$ cat src/rtl/bitop_pkg.sv
package bitop_pkg;

    localparam int OPC_W = 4;

    // operation codes; 10..15 are reserved
    localparam logic [OPC_W-1:0] OPC_AND   = 4'd0;
    localparam logic [OPC_W-1:0] OPC_OR    = 4'd1;
    localparam logic [OPC_W-1:0] OPC_XOR   = 4'd2;
    localparam logic [OPC_W-1:0] OPC_ANDN  = 4'd3;
    localparam logic [OPC_W-1:0] OPC_ORN   = 4'd4;
    localparam logic [OPC_W-1:0] OPC_SET   = 4'd5;
    localparam logic [OPC_W-1:0] OPC_CLR   = 4'd6;
    localparam logic [OPC_W-1:0] OPC_STORE = 4'd7;
    localparam logic [OPC_W-1:0] OPC_LOAD  = 4'd8;
    localparam logic [OPC_W-1:0] OPC_LOADN = 4'd9;

    typedef enum logic [2:0] {
        K_NONE,
        K_AND,
        K_OR,
        K_XOR,
        K_SET,
        K_CLR,
        K_STO,
        K_LD
    } bkind_e;

    typedef struct packed {
        bkind_e kind;
        logic   inv;      // use the inverse of the selected bit
        logic   to_t;     // destination is T
        logic   to_opnd;  // destination is the operand
    } bctrl_t;

    function automatic bctrl_t decode_op(input logic [OPC_W-1:0] opc);
        bctrl_t c;
        c.kind    = K_NONE;
        c.inv     = 1'b0;
        c.to_t    = 1'b0;
        c.to_opnd = 1'b0;
        case (opc)
            OPC_AND:   begin c.kind = K_AND; c.to_t = 1'b1; end
            OPC_OR:    begin c.kind = K_OR;  c.to_t = 1'b1; end
            OPC_XOR:   begin c.kind = K_XOR; c.to_t = 1'b1; end
            OPC_ANDN:  begin c.kind = K_AND; c.to_t = 1'b1; c.inv = 1'b1; end
            OPC_ORN:   begin c.kind = K_OR;  c.to_t = 1'b1; c.inv = 1'b1; end
            OPC_SET:   begin c.kind = K_SET; c.to_opnd = 1'b1; end
            OPC_CLR:   begin c.kind = K_CLR; c.to_opnd = 1'b1; end
            OPC_STORE: begin c.kind = K_STO; c.to_opnd = 1'b1; end
            OPC_LOAD:  begin c.kind = K_LD;  c.to_t = 1'b1; end
            OPC_LOADN: begin c.kind = K_LD;  c.to_t = 1'b1; c.inv = 1'b1; end
            default:   c.kind = K_NONE;
        endcase
        return c;
    endfunction

endpackage

$ cat src/rtl/bitop_decode.sv
module bitop_decode
    import bitop_pkg::*;
(
    input  logic [OPC_W-1:0] op,
    output bctrl_t           ctrl
);
    always_comb begin
        ctrl = decode_op(op);
    end
endmodule

$ cat src/rtl/bitop_locate.sv
module bitop_locate #(
    parameter int DATA_W   = 32,
    parameter int NARROW_W = 8,
    parameter int IDX_W    = $clog2(DATA_W)
) (
    input  logic              wide,
    input  logic [IDX_W-1:0]  idx,
    input  logic [DATA_W-1:0] operand,
    output logic [DATA_W-1:0] mask,
    output logic              sel_bit
);
    localparam int NIDX_W = $clog2(NARROW_W);

    logic [IDX_W-1:0] pos;

    // byte mode drops the upper index bits
    always_comb begin
        if (wide) pos = idx;
        else      pos = IDX_W'(idx[NIDX_W-1:0]);
    end

    for (genvar g = 0; g < DATA_W; g++) begin : g_mask
        assign mask[g] = (pos == IDX_W'(g));
    end

    assign sel_bit = |(operand & mask);
endmodule

$ cat src/rtl/bitop_exec.sv
module bitop_exec
    import bitop_pkg::*;
#(
    parameter int DATA_W = 32
) (
    input  bctrl_t            ctrl,
    input  logic [DATA_W-1:0] operand,
    input  logic [DATA_W-1:0] mask,
    input  logic              sel_bit,
    input  logic              t_in,
    output logic [DATA_W-1:0] result,
    output logic              opnd_we,
    output logic              t_out,
    output logic              t_we
);
    logic bsrc;

    assign bsrc = sel_bit ^ ctrl.inv;

    always_comb begin
        result  = operand;
        t_out   = t_in;
        opnd_we = ctrl.to_opnd;
        t_we    = ctrl.to_t;
        case (ctrl.kind)
            K_AND: t_out  = t_in & bsrc;
            K_OR:  t_out  = t_in | bsrc;
            K_XOR: t_out  = t_in ^ bsrc;
            K_LD:  t_out  = bsrc;
            K_SET: result = operand | mask;
            K_CLR: result = operand & ~mask;
            K_STO: result = t_in ? (operand | mask) : (operand & ~mask);
            default: begin
                opnd_we = 1'b0;
                t_we    = 1'b0;
            end
        endcase
    end
endmodule

$ cat src/rtl/bitop_unit.sv
module bitop_unit
    import bitop_pkg::*;
#(
    parameter int DATA_W   = 32,
    parameter int NARROW_W = 8,
    parameter int IDX_W    = $clog2(DATA_W),
    parameter bit REG_OUT  = 1'b1
) (
    input  logic              clk,
    input  logic              rst,
    input  logic [OPC_W-1:0]  op,
    input  logic              wide,
    input  logic [IDX_W-1:0]  idx,
    input  logic [DATA_W-1:0] operand,
    input  logic              t_in,
    output logic [DATA_W-1:0] result,
    output logic              opnd_we,
    output logic              t_out,
    output logic              t_we
);
    bctrl_t            ctrl;
    logic [DATA_W-1:0] mask;
    logic              sel_bit;
    logic [DATA_W-1:0] res_c;
    logic              owe_c, tout_c, twe_c;

    bitop_decode u_dec (
        .op   (op),
        .ctrl (ctrl)
    );

    bitop_locate #(
        .DATA_W(DATA_W), .NARROW_W(NARROW_W), .IDX_W(IDX_W)
    ) u_loc (
        .wide    (wide),
        .idx     (idx),
        .operand (operand),
        .mask    (mask),
        .sel_bit (sel_bit)
    );

    bitop_exec #(.DATA_W(DATA_W)) u_exe (
        .ctrl    (ctrl),
        .operand (operand),
        .mask    (mask),
        .sel_bit (sel_bit),
        .t_in    (t_in),
        .result  (res_c),
        .opnd_we (owe_c),
        .t_out   (tout_c),
        .t_we    (twe_c)
    );

    if (REG_OUT) begin : g_reg
        logic armed;

        always_ff @(posedge clk) begin
            if (rst) begin
                result  <= '0;
                opnd_we <= 1'b0;
                t_out   <= 1'b0;
                t_we    <= 1'b0;
                armed   <= 1'b0;
            end else begin
                result  <= res_c;
                opnd_we <= owe_c;
                t_out   <= tout_c;
                t_we    <= twe_c;
                armed   <= 1'b1;
            end
        end


        strobe_excl_chk: assert property (@(posedge clk) disable iff (rst)
            $countones({opnd_we, t_we}) <= 1);


        opnd_keep_chk: assert property (@(posedge clk) disable iff (rst)
            (armed && !opnd_we) |-> (result == $past(operand)));


        t_keep_chk: assert property (@(posedge clk) disable iff (rst)
            (armed && !t_we) |-> (t_out == $past(t_in)));


        single_bit_chk: assert property (@(posedge clk) disable iff (rst)
            (armed && opnd_we) |-> ($countones(result ^ $past(operand)) <= 1));


        byte_upper_chk: assert property (@(posedge clk) disable iff (rst)
            (armed && !$past(wide)) |->
                (result[DATA_W-1:NARROW_W] == $past(operand[DATA_W-1:NARROW_W])));
    end else begin : g_comb
        assign result  = res_c;
        assign opnd_we = owe_c;
        assign t_out   = tout_c;
        assign t_we    = twe_c;
    end
endmodule

$ cat config.mk
export PLATFORM = sky130hd
export DESIGN_NAME = bitop_unit
export DESIGN_NICKNAME = d
export VERILOG_FILES = /design/src/rtl/bitop_pkg.sv /design/src/rtl/bitop_decode.sv /design/src/rtl/bitop_locate.sv /design/src/rtl/bitop_exec.sv /design/src/rtl/bitop_unit.sv
export SDC_FILE = /design/constraint.sdc
export NUM_CORES = 1
export LEC_CHECK = 0
export BUFFER_PORTS_ARGS = -buffer_cell sky130_fd_sc_hd__buf_2
export CAP_MARGIN = 10
export CORE_ASPECT_RATIO = 0.7
export CORE_UTILIZATION = 44
export CTS_CLUSTER_SIZE = 30
export DETAILED_ROUTE_END_ITERATION = 8
export GPL_ROUTABILITY_DRIVEN = 0
export PLACE_DENSITY = 0.76
export SYNTH_ARGS = -nofsm -noshare
export SYNTH_HDL_FRONTEND = slang
export SYNTH_SLANG_ARGS = --single-unit
$ cat constraint.sdc
create_clock -name clk -period 2.75 [get_ports clk]
set_input_delay 0.55 -clock clk [delete_from_list [all_inputs] [get_ports clk]]
set_output_delay 0.55 -clock clk [all_outputs]
set_load 0.01 [all_outputs]
==> flow_summary_export.csv, run 1 <==
group,metric,value,unit
grt,antenna_found_initial,0,
grt,track_usage,26.60,%
drt,drc_errors,0,
setup_path,crit_path_end_kind,"flip-flop",
timing,worst_pin_slew,650.9,ps
min_path,hold_path_class,"primary input to flip-flop",
synthesis,synth.avg_cell_area,9.087,µm²
layout,final_layout_size_suffix_gt1_share,50.00,%
setup_path,path_cells,"buf_8 > buf_6 > and3b_1 > a32oi_2 > o311ai_2 > o32ai_4 > nand3_2 > xor2_1 > ha_1 > mux2_4 > nand2_2 > a21oi_2 > o21bai_1 > a21oi_1 > a31o_1",
clocking,ctsHoldBuffers,0,
drt,drtIter0Drc,224,
die,io_pins,80,
synthesis,ys_ff_latch,35,
timing,hold_viol,0,
synthesis,synthArstFlopShare,0,%
clocking,clk_pin_slew,70,ps
timing,slew_viol_final,0,
die,start_util,46.12,%
drt,num_vias,2268,
timing,fin_crit,2749,ps
synthesis,yosysWarnings,0,
die,die_h,58.52,µm
timing,fin_tns_setup,0,ps
timing,period_share,99.97,%
timing,rsz0062_at_grt,"yes",
setup_path,startpoint_type,"primary input",
setup_path,critPathKind,"primary input to flip-flop",
setup_path,slowest_stage,"ha_1",
pwr,ir_worst_vdd,0.0003245,V
layout,fin_nets,374,
drt,ant_nets,0,
min_path,hold_depth,3,
flow_run,drv_cap,0,
grt,grt_max_degree,37,
synthesis,synth_edf_count,0,
setup_path,crit_arrival,2940,ps
pwr,p_leak,1.286,nW
clocking,clk_path_buf_depth,2,
placed_design,port_buffers,79,
timing,holdWs,578.0,ps
die,core,4354,µm²
clocking,htreeDepth,2,
status,status,"finished, final reports clean",
die,die-area,4842,µm²
grt,grt_pass1_vias,1908,
drt,routed_via_density,5.922,
grt,grt_pass1_wl,9542,µm
pwr,cellPowerDensity,466.7,nW/µm²
drt,firstDrtPassIters,4,
timing,max_slew_margin,56.37,%
setup_path,cpPeakStageDelay,300,ps
synthesis,ys_seq_area_share,34.89,%
clocking,clock-sinks,35,
layout,antenna-diode-count,0,
synthesis,synth_ff_type,"dfxtp_1",
setup_path,path_max_fanout,6,
die,rows,20,
timing,fmax,363.7,MHz
timing,finalSetupViolations,0,
synthesis,netlist_instances,221,
drt,wl,6380,µm
die,dieWidth,82.75,µm
clocking,cts_buffers,5,
synthesis,syn_area,2008,µm²
grt,grt_overflow_total,0,
layout,final_common_cell,"buf_2",
layout,area_delta_synth_final,42.93,%
synthesis,synth_fp_nets,268,
synthesis,ys_types,57,
layout,layout_common_cells,"buf_2 (73), dfxtp_1 (35), a21oi_1 (34), buf_4 (34), a211oi_1 (32)",
drt,wire_per_inst,16.66,µm
clocking,cts_root_buf,"clkbuf_8",
clocking,cts_tree,"built",
setup_path,required,2940,ps
placed_design,dp_hpwl,4592,µm
-- worst paths after layout --
check	from	endpoint	slack [ps]
setup / recovery	idx[0]	t_out	0.8
hold / removal	operand[18]	result[18]	580
-- critical path: cells and delay by family --
family / cells / cell delay [ps]
and+or+nand+nor: 3 / 390
buffers and inverters: 2 / 240
adders and majority gates: 1 / 300
xor gates and xnor gates: 1 / 170
muxes: 1 / 290
AOI/OAI and AO/OA: 7 / 990
-- flip-flops by register name, summed over array words and instances (netlist names) --
name     flops
t_we         1
result      32
opnd_we      1
t_out        1
-- metrics by stage --
stage | std cells | instance area (µm²) | setup WS, ps | utilization [%] | total power [mW]
4_1_cts | 380 | 2739 | 9.948 | 62.90 | 1.312
3_3_place_gp | 367 | 2576 | -261.1 | 59.17 | 0.8357
5_1_grt | 383 | 2870 | -74.81 | 65.92 | 1.408
3_5_place_dp | 367 | 2576 | -370.4 | 59.17 | 0.8428
2_1_floorplan | 221 | 2027 | -103.4 | - | 0.7256
6_report | 383 | 2870 | 0.7820 | 65.92 | 1.339
-- area by class of cell --
type                            instances  area [µm²]
Clock buffer                            5       68.82
Multi-Input combinational cell        164        1247
Clock inverter                          3       43.79
Tap cell                               55       68.82
Timing Repair Buffer                  115       718.2
Inverter                                6       22.52
Fill cell                             368        1484
Sequential cell                        35       700.7
-- cells by family after synthesis --
logic type               share of synthesized area [%]
AO/OA/AOI/OAI                                    32.52
XOR/XNOR                                        0.8724
adder cells (fa/ha/maj)                          1.246
buffers and inverters                            6.853
flip-flops                                       34.89
multiplexers                                     3.800
AND/OR/NAND/NOR                                  19.81
-- where the power goes --
group,switching [mW],internal (mW)
sequential,0.00595,0.535
combinational,0.179,0.156
clock,0.194,0.270
total,0.379,0.961
-- synth_stat cells (all sizes together), types with 3 or more instances --
| library cell | number | area share [%] |
|---|---|---|
| mux2 | 3 | 1.7 |
| clkbuf | 6 | 1.1 |
| dfxtp | 35 | 35 |
| nand2 | 17 | 3.4 |
| buf | 10 | 4.6 |
| and2 | 3 | 1.2 |
| a21oi | 36 | 9.0 |
| nor3 | 4 | 2.0 |
| nand3 | 7 | 2.0 |
| nor4b | 3 | 1.6 |
| o21ai | 5 | 1.2 |
| inv | 6 | 1.1 |
| nor2 | 14 | 3.6 |
| a211oi | 35 | 14 |
-- metal layers --
metal | up-vias | GRT usage (%) | wire length (µm)
met5 | - | 0 | 0
met4 | 0 | 5.665 | 63
met3 | 10 | 6.357 | 701
met2 | 141 | 38.88 | 2746
met1 | 1062 | 39.37 | 2868
li1 | 1055 | - | -
-- timing repair --
action,CTS,global route
resized for setup,5,33
endpoints found under the hold margin,0,0
endpoints found under the setup margin,1,1
buffers inserted,5,3
pin swaps,4,23
Note: power is estimated with default switching activity, not from simulation.
==> run 2: changes to the inputs <==
MAX_ROUTING_LAYER = met4   (was unset)
==> run 2 against run 1 <==
The run now ends with setup timing left; combinational power about the same; cell area unchanged; routed wire length grew 1.2%; die area stayed put; clock-buffer cell count unchanged; critical path depth did not move; first-iteration DRC count down 5.8%; power about the same; sequential power about the same; global-route usage rose by 0.81 points; flip-flop and latch count is the same; critical endpoint unchanged; largest power group unchanged.
==> flow_summary_export.csv, run 2 (same netlist as run 1, synthesis figures left out) <==
group,metric,value,unit
grt,track_usage,27.41,%
layout,n_fill_cell,368,
die,die_h,58.52,µm
grt,grt_pass1_vias,1908,
setup_path,startpoint_type,"primary input",
timing,finalSetupViolations,1,
timing,slew_viol_final,0,
layout,antenna-diode-count,0,
timing,worst_pin_slew,664.4,ps
pwr,pwr-share-clk,34.5,%
setup_path,path_buf_inv,2,
timing,hold_viol,0,
setup_path,path_max_fanout,6,
drt,firstDrtPassIters,5,
setup_path,required,2940,ps
status,status,"complete, but fails checks",
die,dieWidth,82.75,µm
clocking,ctsHoldBuffers,0,
clocking,cts_buffers,5,
layout,utilization,65.92,%
grt,grt_overflow_total,0,
layout,area_delta_synth_final,42.93,%
pwr,total_power,1.340,mW
clocking,cts_root_buf,"clkbuf_8",
placed_design,dp_hpwl,4592,µm
clocking,cts_tree,"built",
status,violations,"setup timing",
pwr,power.switching,0.3791,mW
drt,routed_via_density,5.940,
die,start_util,46.12,%
layout,fin_cells,383,
setup_path,critPathKind,"primary input to flip-flop",
clocking,clk_path_buf_depth,2,
setup_path,slowest_stage,"ha_1",
layout,final_layout_size_suffix_gt1_share,50.00,%
clocking,clk_pin_slew,70,ps
drt,wl,6459,µm
drt,drtIter0Drc,211,
drt,drc_errors,0,
layout,final_area,2870,µm²
placed_design,place_inst,367,
timing,setup_slack,-13.69,ps
placed_design,port_buffers,79,
die,io_pins,80,
setup_path,crit_family,"compound AO/OA/AOI/OAI gates",
layout,multiInputGateArea,1247,µm²
die,core,4354,µm²
timing,rsz0062_at_grt,"yes",
pwr,seq_power_share,40.4,%
die,die-area,4842,µm²
grt,antenna_found_initial,0,
drt,num_vias,2275,
pwr,swShare,28.29,%
min_path,hold_path_class,"primary input to flip-flop",
layout,fin_nets,374,
pwr,pwr-share-comb,25.1,%
setup_path,crit_arrival,2950,ps
setup_path,crit_path_end_kind,"flip-flop",
timing,period_share,100.5,%
placed_design,dpl_cell_area,2576,µm²
layout,seqCellArea,700.7,µm²
pwr,cellPowerDensity,466.8,nW/µm²
layout,layout_common_cells,"buf_2 (73), dfxtp_1 (35), a21oi_1 (34), buf_4 (34), a211oi_1 (32)",
timing,fmax,361.8,MHz
setup_path,path_cells,"buf_8 > buf_6 > and3b_1 > a32oi_2 > o311ai_2 > o32ai_4 > nand3_2 > xor2_1 > ha_1 > mux2_4 > nand2_2 > a21oi_2 > o21bai_1 > a21oi_1 > a31o_1",
setup_path,cpPeakStageDelay,300,ps
layout,largest_reg_flops,32,
drt,ant_nets,0,
clocking,clock-sinks,35,
pwr,p_leak,1.286,nW
pwr,cell_internal_pwr,0.9608,mW
layout,final_common_cell,"buf_2",
grt,grt_pass1_wl,9542,µm
layout,regMostFlops,"result",
timing,fin_crit,2764,ps
pwr,ir_worst_vdd,0.0003249,V
grt,grt_max_degree,37,
drt,wire_per_inst,16.86,µm
die,rows,20,
flow_run,drv_cap,0,
clocking,htreeDepth,2,
timing,max_slew_margin,55.46,%
[run 2: cell counts in the layout (fill, tap and decap cells not counted)]
No cell type changed its count.
[run 2: repair_timing]
| item | in CTS | in global routing |
|---|---|---|
| buffers inserted | 5 | 3 |
| setup endpoints to repair | 1 | 1 |
| resized for setup | 5 | 33 |
| gates cloned | 0 | 0 |
| pin swaps | 4 | 23 |
[run 2: final cells by class]
type | count | share of cell area [%]
Tap cell | 55 | 2.398
Clock buffer | 5 | 2.398
Inverter | 6 | 0.7847
Multi-Input combinational cell | 164 | 43.46
Timing Repair Buffer | 115 | 25.02
Sequential cell | 35 | 24.41
Clock inverter | 3 | 1.526
[run 2: power by group through the flow]
| stage | Clock (mW) | Combinational (mW) | Sequential (mW) |
|---|---|---|---|
| detailed placement | 0 | 0.290 | 0.553 |
| floorplan | 0 | 0.156 | 0.570 |
| finish | 0.462 | 0.337 | 0.541 |
| CTS | 0.470 | 0.301 | 0.542 |
| global placement | 0 | 0.283 | 0.552 |
| global route | 0.503 | 0.360 | 0.544 |
[run 2: final timing paths]
| path | startpoint | end | slack, ps | cells after the start |
|---|---|---|---|---|
| min | operand[27] | result[27] | 580 | 3 |
| max | idx[0] | t_out | -10 | 15 |
[run 2: through the flow]
step / hold WS [ps] / setup TNS, ps / setup WS (ps)
floorplan: 753.5 / -103.4 / -103.4
global placement: 876.0 / -261.1 / -261.1
detailed placement: 879.6 / -370.4 / -370.4
CTS: 572.5 / 0 / 9.948
global route: 574.6 / -74.90 / -74.90
finish: 581.4 / -13.69 / -13.69
[run 2: layer usage]
layer	global-route usage (%)	vias to the layer above	part of all wire, %
met5	-	-	0
li1	-	1057	-
met2	38.88	135	44
met4	5.665	0	0.81
met1	39.66	1074	46
met3	5.891	9	9.5
